[src/rtl/dct_pkg.sv]
package dct_pkg;

  typedef enum logic [1:0] {
    OC_REQUEUE = 2'd0,
    OC_WAIT    = 2'd1,
    OC_SUSPEND = 2'd2,
    OC_DISABLE = 2'd3
  } outcome_e;

  typedef struct packed {
    logic pend;
    logic busy;
    logic susp;
  } chan_st_t;

  typedef struct packed {
    logic     en;
    logic     trig;
    logic     sreq;
    logic     resume;
    logic     hand;
    logic     first;
    logic     done;
    outcome_e oc;
  } chan_ev_t;

  // Next state of one channel. The steps are applied in a fixed order,
  // so a later step wins over an earlier one.
  function automatic chan_st_t chan_next(chan_st_t cur, chan_ev_t ev);
    chan_st_t nx;
    nx = cur;
    if (ev.done) begin
      unique case (ev.oc)
        OC_REQUEUE: nx.pend = 1'b1;
        OC_WAIT:    nx.busy = 1'b0;
        OC_SUSPEND: nx.busy = 1'b0;
        OC_DISABLE: begin
          nx.busy = 1'b0;
          nx.pend = 1'b0;
        end
        default: nx = cur;
      endcase
    end
    if (ev.hand) begin
      nx.pend = 1'b0;
      if (ev.first) nx.busy = 1'b1;
    end
    if (ev.trig && !cur.susp) nx.pend = 1'b1;
    if (ev.resume) nx.susp = 1'b0;
    if (ev.sreq) nx.susp = 1'b1;
    if (ev.done && ev.oc == OC_SUSPEND) nx.susp = 1'b1;
    if (!ev.en) nx = '0;
    return nx;
  endfunction

  function automatic logic chan_elig(chan_st_t s);
    return s.pend & ~s.susp;
  endfunction

endpackage

[src/rtl/dct_onehot.sv]
module dct_onehot #(
  parameter int N = 8,
  localparam int W = (N > 1) ? $clog2(N) : 1
) (
  input  logic         vld,
  input  logic [W-1:0] idx,
  output logic [N-1:0] vec
);
  for (genvar i = 0; i < N; i++) begin : g_bit
    assign vec[i] = vld && (idx == W'(i));
  end
endmodule

[src/rtl/dct_chan.sv]
module dct_chan
  import dct_pkg::*;
(
  input  logic     clk,
  input  logic     rst,
  input  chan_ev_t ev,
  output chan_st_t st,
  output logic     elig
);
  chan_st_t st_q;
  chan_st_t st_d;

  always_comb st_d = chan_next(st_q, ev);

  always_ff @(posedge clk) begin
    if (rst) st_q <= '0;
    else     st_q <= st_d;
  end

  assign st   = st_q;
  assign elig = chan_elig(st_q);
endmodule

[src/rtl/dma_chan_tracker.sv]
module dma_chan_tracker
  import dct_pkg::*;
#(
  parameter int NUM_CH = 8,
  localparam int CHW = (NUM_CH > 1) ? $clog2(NUM_CH) : 1
) (
  input  logic              clk,
  input  logic              rst,
  input  logic [NUM_CH-1:0] en_i,
  input  logic [NUM_CH-1:0] trig_i,
  input  logic [NUM_CH-1:0] susp_req_i,
  input  logic [NUM_CH-1:0] resume_i,
  input  logic              handoff_vld_i,
  input  logic [CHW-1:0]    handoff_ch_i,
  input  logic              handoff_first_i,
  input  logic              done_vld_i,
  input  logic [CHW-1:0]    done_ch_i,
  input  logic [1:0]        done_outcome_i,
  output logic [NUM_CH-1:0] pending_o,
  output logic [NUM_CH-1:0] busy_o,
  output logic [NUM_CH-1:0] susp_o,
  output logic [NUM_CH-1:0] elig_o
);
  // Named per-channel event wires, also read by the checker.
  logic [NUM_CH-1:0] hand_vec;
  logic [NUM_CH-1:0] done_vec;

  dct_onehot #(.N(NUM_CH)) u_hand_dec (
    .vld(handoff_vld_i), .idx(handoff_ch_i), .vec(hand_vec)
  );
  dct_onehot #(.N(NUM_CH)) u_done_dec (
    .vld(done_vld_i), .idx(done_ch_i), .vec(done_vec)
  );

  for (genvar c = 0; c < NUM_CH; c++) begin : g_ch
    chan_ev_t ev;
    chan_st_t st;
    always_comb begin
      ev.en     = en_i[c];
      ev.trig   = trig_i[c];
      ev.sreq   = susp_req_i[c];
      ev.resume = resume_i[c];
      ev.hand   = hand_vec[c];
      ev.first  = handoff_first_i;
      ev.done   = done_vec[c];
      ev.oc     = outcome_e'(done_outcome_i);
    end
    dct_chan u_chan (
      .clk(clk), .rst(rst), .ev(ev), .st(st), .elig(elig_o[c])
    );
    assign pending_o[c] = st.pend;
    assign busy_o[c]    = st.busy;
    assign susp_o[c]    = st.susp;
  end
endmodule

[config.mk]
export PLATFORM = sky130hd
export DESIGN_NAME = dma_chan_tracker
export DESIGN_NICKNAME = d
export VERILOG_FILES = /design/src/rtl/dct_pkg.sv /design/src/rtl/dct_onehot.sv /design/src/rtl/dct_chan.sv /design/src/rtl/dma_chan_tracker.sv
export SDC_FILE = /design/constraint.sdc
export NUM_CORES = 1
export LEC_CHECK = 0
export CORE_MARGIN = 2
export CORE_UTILIZATION = 42
export CTS_CLUSTER_SIZE = 20
export DETAILED_ROUTE_END_ITERATION = 10
export PLACE_DENSITY = 0.86
export SLEW_MARGIN = 20
export SYNTH_ARGS = -nofsm -noshare
export SYNTH_HDL_FRONTEND = slang
export SYNTH_SLANG_ARGS = --single-unit
[constraint.sdc]
create_clock -name clk -period 3.88 [get_ports clk]
set_input_delay 1.164 -clock clk [delete_from_list [all_inputs] [get_ports clk]]
set_output_delay 1.164 -clock clk [all_outputs]
set_load 0.03 [all_outputs]
==> flow_summary.toml <==
[timing]
finalHoldViolations = 0
max_freq_mhz = 366
setup_violations = 0
worstMarginPinSlew_ns = 0.358
fin_crit_sh_pct = 70.4
max-slew-margin-rel_pct = 76.0
setup_tns_ns = 0
finalMaxSlewViolations = 0
skew_ns = 0.000167
period_minus_slack_ns = 2.73
rsz0062_at_grt = "false"

[global_routing]
grt_overflow_total = 0
grt_pass1_wl_um = 6760
track_usage_pct = 21.4
grt_pass1_vias = 1478
antenna_found_initial = 0
grt_max_degree = 14

[job]
max-cap-violations = 0

[finish]
final_common_cell = "clkdlybuf4s50_1"
final_layout_size_suffix_gt1_share_pct = 5.79
mostFrequentLayoutCells = "clkdlybuf4s50_1 (76), dfxtp_1 (24), inv_1 (17)"
final_cells = 288
fillers = 294
diodes = 0
fin_nets = 292
multi_input_area_sq_um = 816
seqCellArea_sq_um = 480
synthToLayoutAreaGrowth_pct = 55.3
largest_register_ffs = 24

[cts]
clkSinkCount = 24
cts-root-buf = "clkbuf_4"
cts_hold_buf = 0
postCtsResizedCells = 0
h-tree-depth = 1
cts_tree = "done"
path_clk_slew_ns = 0.13
clockBufferDepth = 2
numCtsBuffers = 3
post_cts_buffers = 0
clock_latency_ns = 0.31

[logic_synthesis]
ys_ff_latch = 24
ys_seq_area_share_pct = 33.6
yosys_warnings = 0
syn-num-nets = 220
synthArstFlopShare_pct = 0
syn_avg_cell_area_sq_um = 8.36
synthCells = 171
syn-cell-area_sq_um = 1430
ys_types = 33
synth_top_area_cell = "dfxtp_1"
synth_edf_count = 0
yosysTopAreaCellShare_pct = 33.6
synthTopCellsByArea = "dfxtp_1 (34%), a221oi_1 (8.0%), nand2b_1 (6.6%), nor2b_1 (5.3%), inv_1 (4.5%)"
synthFlopType = "dfxtp_1"

[die]
die_area_sq_um = 3880
fp.dieW_um = 62.3
rows = 21
core_area_sq_um = 3310
initial_core_util_pct = 43.2
die_h_um = 62.3
num_io_pins = 77

[run_status]
outcome = "completed"

[placement]
post-place-cells = 284
routabilityCongestion = 0.861
port_buffers = 76
dp_hpwl_um = 3330

[setup_path]
critPathKind = "flop to primary output"
required_ns = 2.72
crit_path_end_kind = "primary output"
cp.arrival_ns = 1.57
crit_fanout = 3
crit_chain = "nor2b_1 > clkdlybuf4s50_1"
slowest_delay_ns = 0.72
start_kind = "flop"
slowest_stage = "clkdlybuf4s50_1"

[min_path]
hold_path_class = "flop to flop"

[drt]
ant_nets = 0
wl_per_cell_um = 14.2
drc = 0
wirelength_um = 4100
drtPass1Iterations = 4
drt_iter0_markers = 52
via_count = 1528
avgViaCountPerCell = 5.31

[power_and_ir_drop]
power_density_nw_per_um2 = 255
leakage_nw = 0.837
ir_drop_mv = 0.209
==> routing by layer <==
metal | up-vias | share of wire, % | track usage (%)
met4 | 0 | 1.8 | 7.22
met5 | - | 0 | 0
met3 | 8 | 7.1 | 5.43
li1 | 756 | - | -
met2 | 63 | 49 | 36.0
met1 | 701 | 43 | 26.7
==> cells by family after synthesis <==
kind of cell	share of synthesized area [%]
simple gates	28.2
compound gates	25.4
buf+inv	9.28
flops	33.6
fa+ha+maj	3.50
==> cells in the mapped netlist (2+ instances only) <==
master,count
dfxtp_1,24
inv_1,17
nand2b_1,15
a221oi_1,13
nor2b_1,12
nand2_1,11
nor2_1,9
a21oi_1,8
buf_4,8
o22ai_1,6
or3_1,6
a211oi_1,4
ha_1,4
o21ai_0,4
o21ai_1,4
a211oi_2,3
a221oi_2,3
nand3_1,3
and2b_1,2
and3b_1,2
==> worst max-delay path: cells and delay by family, from the launching register on <==
kind,cells,cell delay [ns]
AND/OR/NAND/NOR,1,0.16
buffers and inverters,1,0.72
flip-flops,1,0.37
==> final timing paths <==
| path | slack (ns) | to | cells after the start | from |
|---|---|---|---|---|
| worst min-delay path | 0.49 | g_ch[7].u_chan.st[1] | 2 | g_ch[7].u_chan.st[1] |
| worst max register to register | 2.91 | g_ch[6].u_chan.st[2] | 3 | g_ch[6].u_chan.st[0] |
| worst max-delay path | 1.15 | elig_o[0] | 2 | g_ch[0].u_chan.st[2] |
| worst min register to register | 0.49 | g_ch[7].u_chan.st[1] | 2 | g_ch[7].u_chan.st[1] |
==> stage by stage <==
| step | power (W) | hold slack [ns] | utilization, % | setup WS, ns | instance area (sq um) |
|---|---|---|---|---|---|
| global route | 0.000587 | 0.520 | 67.0 | 1.10 | 2220 |
| finish | 0.000566 | 0.486 | 67.0 | 1.15 | 2220 |
| detailed placement | 0.000439 | 0.471 | 65.9 | 1.04 | 2180 |
| floorplan | 0.000354 | 0.606 | - | 1.70 | 1430 |
| CTS | 0.000567 | 0.489 | 67.0 | 1.16 | 2220 |
| global placement | 0.000436 | 0.464 | 65.9 | 1.09 | 2180 |
==> cell type report <==
class	count	area share, %
timing repair buffer	76	34.3
tap	46	2.59
sequential	24	21.7
multi-input combinational	120	36.8
inverter	18	3.05
clock buffer	4	1.64
==> where the power goes <==
part	switching [W]	internal, W	leakage, nW
clock	0.0000741	0.0000573	0.0210
sequential	0.00000773	0.000255	0.196
combinational	0.0000829	0.0000885	0.620
Note: power is estimated with default switching activity, not from simulation.
